**config.mk**
```make
export PLATFORM = sky130hd
export DESIGN_NAME = swd_xfer_engine
export DESIGN_NICKNAME = d
export VERILOG_FILES = /design/src/rtl/swd_pkg.sv /design/src/rtl/swd_clkgen.sv /design/src/rtl/swd_seq.sv /design/src/rtl/swd_xfer_engine.sv
export SDC_FILE = /design/constraint.sdc
export NUM_CORES = 1
export LEC_CHECK = 0
export BUFFER_PORTS_ARGS = -buffer_cell sky130_fd_sc_hd__buf_4
export CAP_MARGIN = 20
export CELL_PAD_IN_SITES_DETAIL_PLACEMENT = 1
export CELL_PAD_IN_SITES_GLOBAL_PLACEMENT = 2
export CORE_MARGIN = 10
export CORE_UTILIZATION = 29
export CTS_BUF_LIST = sky130_fd_sc_hd__clkbuf_2
export CTS_CLUSTER_SIZE = 16
export DETAILED_ROUTE_END_ITERATION = 10
export PLACE_DENSITY = 0.77
export SLEW_MARGIN = 25
export SYNTH_ARGS = -nofsm -noshare
export SYNTH_HDL_FRONTEND = slang
export SYNTH_SLANG_ARGS = --single-unit
export TNS_END_PERCENT = 50
```
**constraint.sdc**
```tcl
create_clock -name clk -period 3.4 [get_ports clk]
set_clock_uncertainty 0.2 [all_clocks]
set_input_delay 0.17 -clock clk [delete_from_list [all_inputs] [get_ports clk]]
set_output_delay 0.17 -clock clk [all_outputs]
set_load 0.02 [all_outputs]
```
**src/rtl/swd_pkg.sv**
```systemverilog
package swd_pkg;
  typedef enum logic [3:0] {
    ST_IDLE, ST_PRE, ST_HDR, ST_TRNA, ST_ACK, ST_RDAT,
    ST_TRNB, ST_WDAT, ST_IDLC, ST_DUMR, ST_DUMW, ST_BOFF
  } seg_t;

  localparam logic [2:0] ACK_OK    = 3'b001;
  localparam logic [2:0] ACK_WAIT  = 3'b010;
  localparam logic [2:0] ACK_FAULT = 3'b100;
  localparam logic [3:0] RESP_PERR = 4'b1000;
  localparam int         DATA_SLOTS = 33;
endpackage

```
**src/rtl/swd_clkgen.sv**
```systemverilog
module swd_clkgen #(
  parameter int DIV_W = 8
) (
  input  logic             clk,
  input  logic             rst,
  input  logic             run,
  input  logic             halt,
  input  logic [DIV_W-1:0] half,
  output logic             swclk,
  output logic             smp,
  output logic             bnd
);
  logic [DIV_W-1:0] cnt;
  logic [DIV_W-1:0] lim;
  logic             tick;

  assign lim  = (half == '0) ? '0 : half - 1'b1;
  assign tick = run && (cnt == lim);
  assign smp  = tick && !swclk;   // last cycle of the low half
  assign bnd  = tick && swclk;    // last cycle of the high half

  always_ff @(posedge clk) begin
    if (rst || !run) begin
      cnt   <= '0;
      swclk <= 1'b1;
    end else if (tick) begin
      cnt <= '0;
      if (!(swclk && halt)) swclk <= ~swclk;
    end else begin
      cnt <= cnt + 1'b1;
    end
  end
endmodule

```
**src/rtl/swd_seq.sv**
```systemverilog
module swd_seq
  import swd_pkg::*;
#(
  parameter int DIV_W  = 8,
  parameter int IDLE_W = 8
) (
  input  logic              clk,
  input  logic              rst,
  input  logic              req_valid,
  input  logic [3:0]        req_sel,
  input  logic [31:0]       req_wdata,
  input  logic [DIV_W-1:0]  cfg_half,
  input  logic [1:0]        cfg_turn,
  input  logic [IDLE_W-1:0] cfg_idle,
  input  logic              cfg_dphase,
  input  logic              smp,
  input  logic              bnd,
  input  logic              swdio_i,
  output logic              run,
  output logic              halt,
  output logic [DIV_W-1:0]  half_q,
  output logic              swdio_o,
  output logic              swdio_oe,
  output logic              busy,
  output logic              done,
  output logic [3:0]        resp,
  output logic [31:0]       rdata
);
  localparam int CW = (IDLE_W > 6) ? IDLE_W : 6;

  seg_t              st, nxt_st;
  logic [CW-1:0]     left, nxt_left;
  logic              fin;
  logic [7:0]        hsh;
  logic [32:0]       wsh, rsh;
  logic [2:0]        acks;
  logic              rnw, dph;
  logic [1:0]        turn;
  logic [IDLE_W-1:0] idle;
  logic              ack_ok, ack_wf;

  assign ack_ok = (acks == ACK_OK);
  assign ack_wf = (acks == ACK_WAIT) || (acks == ACK_FAULT);

  always_comb begin
    nxt_st   = st;
    nxt_left = left - 1'b1;
    fin      = 1'b0;
    if (left == '0) begin
      case (st)
        ST_PRE:  begin nxt_st = ST_HDR;  nxt_left = CW'(7); end
        ST_HDR:  begin nxt_st = ST_TRNA; nxt_left = CW'(turn); end
        ST_TRNA: begin nxt_st = ST_ACK;  nxt_left = CW'(2); end
        ST_ACK: begin
          if (ack_ok && rnw) begin
            nxt_st = ST_RDAT; nxt_left = CW'(DATA_SLOTS - 1);
          end else if (ack_wf && dph && rnw) begin
            nxt_st = ST_DUMR; nxt_left = CW'(DATA_SLOTS - 1);
          end else if (ack_ok || ack_wf) begin
            nxt_st = ST_TRNB; nxt_left = CW'(turn);
          end else begin
            nxt_st = ST_BOFF; nxt_left = CW'(turn) + CW'(DATA_SLOTS);
          end
        end
        ST_RDAT, ST_DUMR: begin nxt_st = ST_TRNB; nxt_left = CW'(turn); end
        ST_TRNB: begin
          if (ack_ok && !rnw) begin
            nxt_st = ST_WDAT; nxt_left = CW'(DATA_SLOTS - 1);
          end else if (ack_ok && idle != '0) begin
            nxt_st = ST_IDLC; nxt_left = CW'(idle) - 1'b1;
          end else if (!ack_ok && dph && !rnw) begin
            nxt_st = ST_DUMW; nxt_left = CW'(DATA_SLOTS - 1);
          end else begin
            fin = 1'b1;
          end
        end
        ST_WDAT: begin
          if (idle != '0) begin
            nxt_st = ST_IDLC; nxt_left = CW'(idle) - 1'b1;
          end else begin
            fin = 1'b1;
          end
        end
        default: fin = 1'b1;
      endcase
    end
  end

  assign halt = bnd && fin;

  always_ff @(posedge clk) begin
    if (rst) begin
      st       <= ST_IDLE;
      left     <= '0;
      run      <= 1'b0;
      busy     <= 1'b0;
      done     <= 1'b0;
      swdio_o  <= 1'b1;
      swdio_oe <= 1'b1;
      resp     <= '0;
      rdata    <= '0;
      hsh      <= '0;
      wsh      <= '0;
      rsh      <= '0;
      acks     <= '0;
      rnw      <= 1'b0;
      dph      <= 1'b0;
      turn     <= '0;
      idle     <= '0;
      half_q   <= '0;
    end else begin
      done <= 1'b0;
      if (st == ST_IDLE) begin
        if (req_valid) begin
          st     <= ST_PRE;
          left   <= '0;
          run    <= 1'b1;
          busy   <= 1'b1;
          hsh    <= {2'b10, ^req_sel, req_sel, 1'b1};
          wsh    <= {^req_wdata, req_wdata};
          acks   <= '0;
          rnw    <= req_sel[1];
          dph    <= cfg_dphase;
          turn   <= cfg_turn;
          idle   <= cfg_idle;
          half_q <= cfg_half;
        end
      end else begin
        if (smp) begin
          if (st == ST_ACK)  acks <= {swdio_i, acks[2:1]};
          if (st == ST_RDAT) rsh  <= {swdio_i, rsh[32:1]};
        end
        if (bnd) begin
          if (fin) begin
            st       <= ST_IDLE;
            run      <= 1'b0;
            busy     <= 1'b0;
            done     <= 1'b1;
            swdio_o  <= 1'b1;
            swdio_oe <= 1'b1;
            resp     <= (ack_ok && rnw && (^rsh)) ? RESP_PERR : {1'b0, acks};
            if (ack_ok && rnw) rdata <= rsh[31:0];
          end else begin
            st   <= nxt_st;
            left <= nxt_left;
            case (nxt_st)
              ST_HDR: begin
                swdio_oe <= 1'b1; swdio_o <= hsh[0]; hsh <= {1'b0, hsh[7:1]};
              end
              ST_WDAT: begin
                swdio_oe <= 1'b1; swdio_o <= wsh[0]; wsh <= {1'b0, wsh[32:1]};
              end
              ST_IDLC, ST_DUMW: begin
                swdio_oe <= 1'b1; swdio_o <= 1'b0;
              end
              default: swdio_oe <= 1'b0;
            endcase
          end
        end
      end
    end
  end
endmodule

```
**src/rtl/swd_xfer_engine.sv**
```systemverilog
module swd_xfer_engine #(
  parameter int DIV_W  = 8,
  parameter int IDLE_W = 8
) (
  input  logic              clk,
  input  logic              rst,
  input  logic              req_valid,
  input  logic [3:0]        req_sel,
  input  logic [31:0]       req_wdata,
  input  logic [DIV_W-1:0]  cfg_half,
  input  logic [1:0]        cfg_turn,
  input  logic [IDLE_W-1:0] cfg_idle,
  input  logic              cfg_dphase,
  output logic              swclk,
  output logic              swdio_o,
  output logic              swdio_oe,
  input  logic              swdio_i,
  output logic              busy,
  output logic              done,
  output logic [3:0]        resp,
  output logic [31:0]       rdata
);
  logic             run, halt, smp, bnd;
  logic [DIV_W-1:0] half_q;

  swd_clkgen #(.DIV_W(DIV_W)) u_clk (
    .clk(clk), .rst(rst), .run(run), .halt(halt), .half(half_q),
    .swclk(swclk), .smp(smp), .bnd(bnd)
  );

  swd_seq #(.DIV_W(DIV_W), .IDLE_W(IDLE_W)) u_seq (
    .clk(clk), .rst(rst), .req_valid(req_valid), .req_sel(req_sel),
    .req_wdata(req_wdata), .cfg_half(cfg_half), .cfg_turn(cfg_turn),
    .cfg_idle(cfg_idle), .cfg_dphase(cfg_dphase), .smp(smp), .bnd(bnd),
    .swdio_i(swdio_i), .run(run), .halt(halt), .half_q(half_q),
    .swdio_o(swdio_o), .swdio_oe(swdio_oe), .busy(busy), .done(done),
    .resp(resp), .rdata(rdata)
  );
endmodule

```
==> impl_results.md, run 1 <==
* Status: finished, final reports clean
* Synth cell count leaders: dfxtp_1, nand2_1, nor2_1
* Top-count cell post-synth: dfxtp_1
* Syn Nets at 1048
* Post-synth EDFFs at 0
* Top_reg_cell synth: dfxtp_1
* Final hold violation count at 0
* Final worst setup slack at 0.125 ns
* Worst r2r dst: u_seq.wsh[0]$_SDFFE_PP0P_
* Pint at 0.00258 W
* Synth area leader: dfxtp_1
* Crit end category: flip-flop
* Drt initial violations at 384
* Hold path endpoint: u_seq.wsh[12]$_SDFFE_PP0P_
* Total CTS buffers at 17
* CP Class: flip-flop to flip-flop
* Slew at the pin closest to its max-slew limit at 0.841 ns
* DRC Markers at 0
* Worst setup SP type: flip-flop
* R2R setup slack at 0.12 ns
* Final core utilization at 0.392
* P_leak at 4.87 nW
* Max_cap viols at 0
* Largest net degree at the start of global routing at 73
* I/O Pins at 100
* GP Congestion at 0.842
* Mapped Area at 8350 um^2
* Post-Place Worst Slack at 0.0716 ns
* Avg WL per Cell at 16.4 um
* Min Tclk post-route at 3.28 ns
* Port buffer count at 99
* Hold path startpoint: req_wdata[12]
* Flop pwr share at 0.505
* Vias in the first global route at 8186
* Routed wire length at 26100 um
* Setup Viol. Count Final at 0
* Max-slew headroom at 0.439
* Core box area at 28500 um^2
* F_max at 0.305 GHz
* Psw at 0.00132 W
* Via Count at 7802
* Mapped Avg Cell Area at 8.49 um^2
* Worst EP required at 3.87 ns
* Syn Inst Count at 984
* Final period util at 0.963
* Min-Delay Path Class: input pin to flip-flop
* Die ar. at 36000 um^2
* Initial antenna violation count at 2
* Hold Path Stages at 5
* Critical R2R Launch: u_seq.idle[1]$_SDFFE_PP0P_
* Fraction of layout cells with a size suffix above 1 at 0.184
* GRT Resource Usage Total at 0.142
* Cell variety after synth at 78
* Starting Density at 0.293
* Slew Limit Fails at 0
* Combinational share of power at 0.207
* Detailed Routing Iterations Pass 1 at 4
* PwrDens at 349 nW/um^2
* Antenna Nets Post-Route at 0
* Vias/cell at 4.89
* Ys async rst share at 0
* Post-DP HPWL at 16900 um
* Switching Share at 0.339
* Ranking of synthesized cells by area: dfxtp_1, mux2i_1, xnor2_1
* Clock Sinks at 158
* YS warnings at 0
* Synth top area share at 0.379
* Sequential area share after synthesis at 0.379
* Nets at 1259
* H-tree lvl count at 4
* CTS Root Cell: clkbuf_2
* Synth-to-layout area growth at 33.8%
* Die Span Y at 190 um
* R2r worst-path depth at 13
* Worst ir drop on vdd at 0.164 mV
* Crit path max fanout at 32
* Grt total ovfl at 0
* Crit path DAT at 3.75 ns
* CTS tree: yes
* Seq cells post-synth at 158
* Rows at 62
* Die Width at 190 um
* Clock latency on the worst-skew pair at 0.78 ns
* Global-route wire length before repair at 42800 um
* Worst-path clk slew at 0.30 ns
* Worst-case clock buffer depth at 2
* Clock Power Share at 0.288
==> power by group through the flow <==
stage                     combinational, W  sequential, W  clock, W
after floorplan                   0.000459        0.00198         0
after global placement            0.000668        0.00200         0
after detailed placement          0.000676        0.00200         0
after CTS                         0.000789        0.00197   0.00119
after global routing              0.000888        0.00198   0.00127
final                             0.000806        0.00197   0.00112
==> kinds of logic (layout without fill, tap and decap cells) <==
logic type / after synthesis / count (layout) / share of synthesized area
other cells: 0 / 2 / 0
flops: 158 / 158 / 0.379
xor+xnor: 87 / 87 / 0.0929
buf+inv: 85 / 309 / 0.0493
fa+ha+maj: 5 / 5 / 0.00749
simple gates: 387 / 387 / 0.228
mux: 74 / 74 / 0.0894
compound gates: 188 / 188 / 0.154
==> layout by cell type (no fill, tap or decap), types with 6 or more instances in the layout <==
cell type	count
nor3b_1	6
dlygate4sd3_1	116
inv_1	18
o21ai_0	10
nand3b_1	6
nor2b_1	10
nand2_1	140
buf_4	135
nor3_1	9
xor2_1	15
or3_1	8
nor2_1	98
a21oi_1	79
xnor2_1	70
mux2i_1	71
clkbuf_2	17
nand3_1	53
dfxtp_1	153
a22o_1	32
==> worst max-delay path: stages (launching register included) <==
cell,delay [ns]
dfxtp_2,0.40
inv_1,0.07
ha_1,0.22
nor3b_4,0.36
a21oi_2,0.12
or4_4,0.57
a31oi_4,0.20
nor4_2,0.07
buf_4,0.17
nand4_1,0.16
buf_4,0.18
buf_12,0.20
nand3_1,0.10
a21oi_1,0.17
==> layer usage <==
| metal | GRT usage | part of all wire | vias to the layer above |
|---|---|---|---|
| li1 | - | - | 3864 |
| met1 | 0.182 | 0.47 | 3824 |
| met2 | 0.244 | 0.49 | 104 |
| met3 | 0.0236 | 0.026 | 10 |
| met4 | 0.0348 | 0.0079 | 0 |
| met5 | 0 | 0 | - |
==> metrics by stage <==
stage | power, W | setup TNS (ns) | hold slack (ns) | instances | area (um^2)
3_3_place_gp | 0.00267 | 0 | 0.228 | 1440 | 9610
6_report | 0.00390 | 0 | 0.111 | 1594 | 11200
3_5_place_dp | 0.00267 | 0 | 0.231 | 1440 | 9610
2_1_floorplan | 0.00244 | 0 | 0.106 | 984 | 8350
4_1_cts | 0.00395 | 0 | 0.00282 | 1588 | 11000
5_1_grt | 0.00414 | -0.0328 | 0.0268 | 1594 | 11200
==> flip-flops by register name, indices dropped and copies added (netlist names) <==
register	flops
u_seq.done	1
u_seq.rsh	33
u_seq.acks	3
u_seq.run	1
u_seq.idle	8
u_seq.half_q	8
u_seq.dph	1
u_seq.swdio_o	1
u_seq.wsh	33
u_seq.resp	4
u_seq.turn	2
u_seq.rnw	1
u_seq.left	8
u_seq.rdata	32
u_seq.st	4
u_seq.swdio_oe	1
u_seq.hsh	8
u_clk.cnt	8
u_clk.swclk	1
==> worst max path at each step <==
stage / from / endpoint / depth (start not counted)
detailed placement: u_seq.half_q[0]$_SDFFE_PP0P_ / u_seq.wsh[0]$_SDFFE_PP0P_ / 12
global placement: u_seq.half_q[0]$_SDFFE_PP0P_ / u_seq.hsh[6]$_SDFFE_PP0P_ / 12
global route: u_seq.half_q[1]$_SDFFE_PP0P_ / u_seq.wsh[9]$_SDFFE_PP0P_ / 11
floorplan: u_seq.half_q[0]$_SDFFE_PP0P_ / u_seq.wsh[26]$_SDFFE_PP0P_ / 12
CTS: u_seq.half_q[1]$_SDFFE_PP0P_ / u_seq.wsh[0]$_SDFFE_PP0P_ / 12
finish: u_seq.idle[1]$_SDFFE_PP0P_ / u_seq.wsh[0]$_SDFFE_PP0P_ / 13
==> layout make-up <==
| cell class | count | area (um^2) |
|---|---|---|
| fillers | 3403 | 17400 |
| multi-input cells | 741 | 4860 |
| flip-flops and latches | 158 | 3170 |
| repair buffers | 259 | 2320 |
| well taps | 384 | 480 |
| clock inverters | 15 | 186 |
| clock buffers | 17 | 85.1 |
| inverters | 18 | 67.6 |
| diodes | 2 | 5.00 |
==> timing repair <==
action / 4_1_cts / 5_1_grt
gates resized for setup: 1 / 25
endpoints found under the hold margin: 148 / 0
buffers inserted: 0 / 2
pin swaps: 0 / 1
setup endpoints to repair: 1 / 49
cloned: 0 / 2
hold buffers: 116 / 0
Note: power is estimated with default switching activity, not from simulation.
==> run 2: changes to the inputs <==
--- a/config.mk
+++ b/config.mk
@@ -5,6 +5,7 @@
 export SDC_FILE = /design/constraint.sdc
 export NUM_CORES = 1
 export LEC_CHECK = 0
+export ABC_AREA = 1
 export BUFFER_PORTS_ARGS = -buffer_cell sky130_fd_sc_hd__buf_4
 export CAP_MARGIN = 20
 export CELL_PAD_IN_SITES_DETAIL_PLACEMENT = 1
@@ -14,7 +15,7 @@
 export CTS_BUF_LIST = sky130_fd_sc_hd__clkbuf_2
 export CTS_CLUSTER_SIZE = 16
 export DETAILED_ROUTE_END_ITERATION = 10
-export PLACE_DENSITY = 0.77
+export PLACE_DENSITY = 0.82
 export SLEW_MARGIN = 25
 export SYNTH_ARGS = -nofsm -noshare
 export SYNTH_HDL_FRONTEND = slang
==> run 2 against run 1 <==
  * Power increased by 110%
  * Maximum frequency increased by 2.2%
  * Sequential share of layout area increased by 1.2 points
  * Setup slack improved by 0.071 ns
  * Synthesized cell count increased by 31%
  * Flip-flop and latch count unchanged
  * Clock power about the same
  * Critical path depth decreased by 2
  * Global-route usage increased by 0.98 points
  * First-iteration DRC count decreased by 7.8%
  * Utilization decreased by 2.0 points
  * Largest cell class unchanged
  * Highest routed layer unchanged
==> impl_results.md, run 2 <==
* Status: finished, final reports clean
* Mapped Area at 8470 um^2 (+1.5%)
* CTS Root Cell: clkbuf_2
* Largest net degree at the start of global routing at 67 (-8.2%)
* Commonest non-fill, non-tap cell in the layout: nand2_1
* F_max at 0.312 GHz (+2.2%)
* YS warnings at 0 (unchanged)
* Syn Inst Count at 1285 (+31%)
* Crit end category: flip-flop
* Mapped Avg Cell Area at 6.59 um^2 (-22%)
* Avg WL per Cell at 14.8 um (-9.6%)
* Worst setup SP type: flip-flop
* Crit path depth at 11 (-2)
* Syn Nets at 1349 (+29%)
* Post-Place Worst Slack at 0.185 ns (+0.113 ns)
* Synth cell count leaders: nand2_1, nor2_1, dfxtp_1
* Worst r2r dst: u_seq.idle[0]$_SDFFE_PP0P_
* Global-route wire length before repair at 45900 um (+7.3%)
* Fin area at 10700 um^2 (-4.3%)
* Nets at 1511 (+20%)
* Worst EP required at 3.87 ns (about the same)
* Starting Density at 0.294 (+0.00185)
* Crit path DAT at 3.67 ns (-0.08 ns)
* GP Congestion at 0.834 (-0.99%)
* Synth-to-layout area growth at 26.3%
* Vias in the first global route at 9009 (+10%)
* RSZ-0062 raised after global routing: true
* CTS tree: yes
* Ys async rst share at 0 (unchanged)
* Sequential area share after synthesis at 0.373 (-0.00542)
* Slew at the pin closest to its max-slew limit at 0.650 ns (-0.191 ns)
* Top_reg_cell synth: dfxtp_1
* Fill cell count at 3663 (+7.6%)
* Die Width at 191 um (+0.65%)
* Die ar. at 36500 um^2 (+1.3%)
* Vias/cell at 4.71 (-3.7%)
* Final core utilization at 0.372 (-0.0198)
* Slew Limit Fails at 0 (unchanged)
* Clock Sinks at 158 (unchanged)
* Synth area leader: dfxtp_1
* Core box area at 28800 um^2 (+0.82%)
* R2r worst-path depth at 11 (-2)
* Post-DP HPWL at 18900 um (+11%)
* Min-Delay Path Class: input pin to flip-flop
* Synth top area share at 0.373 (-0.00542)
* P_leak at 4.70 nW (-3.6%)
* Total CTS buffers at 17 (unchanged)
* Worst-path clk slew at 0.26 ns (-0.04 ns)
* PwrDens at 768 nW/um^2 (+120%)
* Detailed Routing Iterations Pass 1 at 4 (unchanged)
* Max_cap viols at 0 (unchanged)
* R2R setup slack at 0.20 ns (+0.07 ns)
* Via Count at 8695 (+11%)
* Fraction of layout cells with a size suffix above 1 at 0.121 (-0.0625)
* Die Span Y at 191 um (+0.65%)
* Final non-filler cell total at 1845 (+16%)
* CP Class: flip-flop to flip-flop
* CP Cell Sequence: inv_1 -> nand2_2 -> nand2_1 -> nor2_2 -> inv_2 -> nor2_4 -> nand2_2 -> buf_4 -> o21ai_0 -> a21oi_1 -> dlygate4sd3_1
* Biggest regs: u_seq.rsh (33), u_seq.wsh (33), u_seq.rdata (32)
* H-tree lvl count at 4 (unchanged)
* Port buffer count at 99 (unchanged)
* Worst setup path endpoint: u_seq.idle[0]$_SDFFE_PP0P_
* Final worst setup slack at 0.196 ns (+0.0710 ns)
* Routed wire length at 27300 um (+4.6%)
* Cell variety after synth at 43 (-45%)
* I/O Pins at 100 (unchanged)
* GRT Resource Usage Total at 0.152 (+0.00984)
* Initial antenna violation count at 2 (unchanged)
* Slowest stage delay, CP at 0.56 ns (about the same)
* Setup Viol. Count Final at 0 (unchanged)
* Area of the multi-input gates at 4640 um^2 (-4.6%)
* Grt total ovfl at 0 (unchanged)
* Seq cells post-synth at 158 (unchanged)
* Ranking of synthesized cells by area: dfxtp_1, nand2_1, nor2_1
* Crit path max fanout at 37 (+16%)
* Slowest cell on the critical path: dlygate4sd3_1
* Worst Path Buf+Inv at 4 (unchanged)
* Final hold violation count at 0 (unchanged)
* Placed Instances at 1729 (+20%)
* Critical R2R Launch: u_seq.st[3]$_SDFFE_PP0P_
* Worst setup path start: u_seq.st[3]$_SDFFE_PP0P_
* Clock latency on the worst-skew pair at 0.75 ns (-0.03 ns)
* Final period util at 0.942 (-0.0209)
* Post-synth EDFFs at 0 (unchanged)
* CP delay by family, top: buffers and inverters
* Antenna Nets Post-Route at 0 (unchanged)
* Rows at 62 (unchanged)
* Most frequent cells in the layout: nand2_1, nor2_1, dfxtp_1, buf_4, inv_1
* Postcts setup bufs at 0 (unchanged)
* Area post-placement at 9600 um^2 (-0.12%)
* DRC Markers at 0 (unchanged)
* Drt initial violations at 354 (-7.8%)
* Worst-case clock buffer depth at 2 (unchanged)
* Min Tclk post-route at 3.20 ns (-0.0710 ns)
* CP dominant cell by count: nand2_2
* Worst ir drop on vdd at 0.425 mV (+160%)
* Top-count cell post-synth: nand2_1
* Max-slew headroom at 0.567 (+0.127)
* Hold path startpoint: req_sel[3]
* Flip-flop and latch area at 3160 um^2 (-0.28%)
## run 2: cell families after synthesis
family	count (synthesis)	share of synthesized area
mux	1	0.00118
simple gates	657	0.319
xor+xnor	70	0.0724
flops	158	0.373
fa+ha+maj	5	0.00738
buf+inv	175	0.0827
compound gates	219	0.144
## run 2: power breakdown
| part | leakage (nW) | switching (W) | total (W) | internal, W |
|---|---|---|---|---|
| combinational | 3.27 | 0.00305 | 0.00463 | 0.00158 |
| sequential | 1.28 | 0.000261 | 0.00247 | 0.00221 |
| clock | 0.149 | 0.000763 | 0.00112 | 0.000357 |
| total | 4.70 | 0.00408 | 0.00822 | 0.00415 |
## run 2: cell type report
cell class                 count  area share
multi-input combinational    952       0.433
sequential                   158       0.296
timing repair buffer         198       0.161
tap                          384      0.0449
inverter                     120      0.0421
clock inverter                14      0.0147
clock buffer                  18     0.00842
antenna                        1    0.000234
## run 2: worst min-delay path by stage
stage,end,slack [ns],cells past startpoint
2_1_floorplan,u_seq.acks[2]$_SDFFE_PP0P_,0.13,2
3_3_place_gp,u_seq.wsh[5]$_SDFFE_PP0P_,0.25,2
3_5_place_dp,u_seq.wsh[19]$_SDFFE_PP0P_,0.25,2
4_1_cts,u_seq.hsh[4]$_SDFFE_PP0P_,0.007,4
5_1_grt,u_seq.wsh[22]$_SDFFE_PP0P_,0.03,6
6_report,u_seq.hsh[4]$_SDFFE_PP0P_,0.1,4
## run 2: metrics by stage
stage          setup TNS, ns  hold WS (ns)  total power, W
3_5_place_dp               0         0.255         0.00701
6_report                   0        0.0952         0.00822
4_1_cts                    0       0.00712         0.00831
5_1_grt              -0.0244        0.0348         0.00909
3_3_place_gp               0         0.248         0.00698
2_1_floorplan              0         0.134         0.00585
## run 2: routing by layer
layer | GRT usage | part of all wire | up-vias
met4 | 0.0363 | 0.0097 | 0
met5 | 0 | 0 | -
met3 | 0.0292 | 0.037 | 19
met2 | 0.248 | 0.46 | 130
met1 | 0.203 | 0.49 | 4092
li1 | - | - | 4454
## run 2: timing repair
action / in CTS / in global routing
resized for setup: 0 / 5
hold buffers: 83 / 0
hold endpoints to repair: 73 / 0
endpoints found under the setup margin: 0 / 41
## run 2: worst reg2reg max path, cell delays in order (launching register included)
cell and delay [ns]:
dfxtp_1 0.55, inv_1 0.11, nand2_2 0.15, nand2_1 0.09
nor2_2 0.22, inv_2 0.10, nor2_4 0.30, nand2_2 0.24
buf_4 0.30, o21ai_0 0.27, a21oi_1 0.06, dlygate4sd3_1 0.56
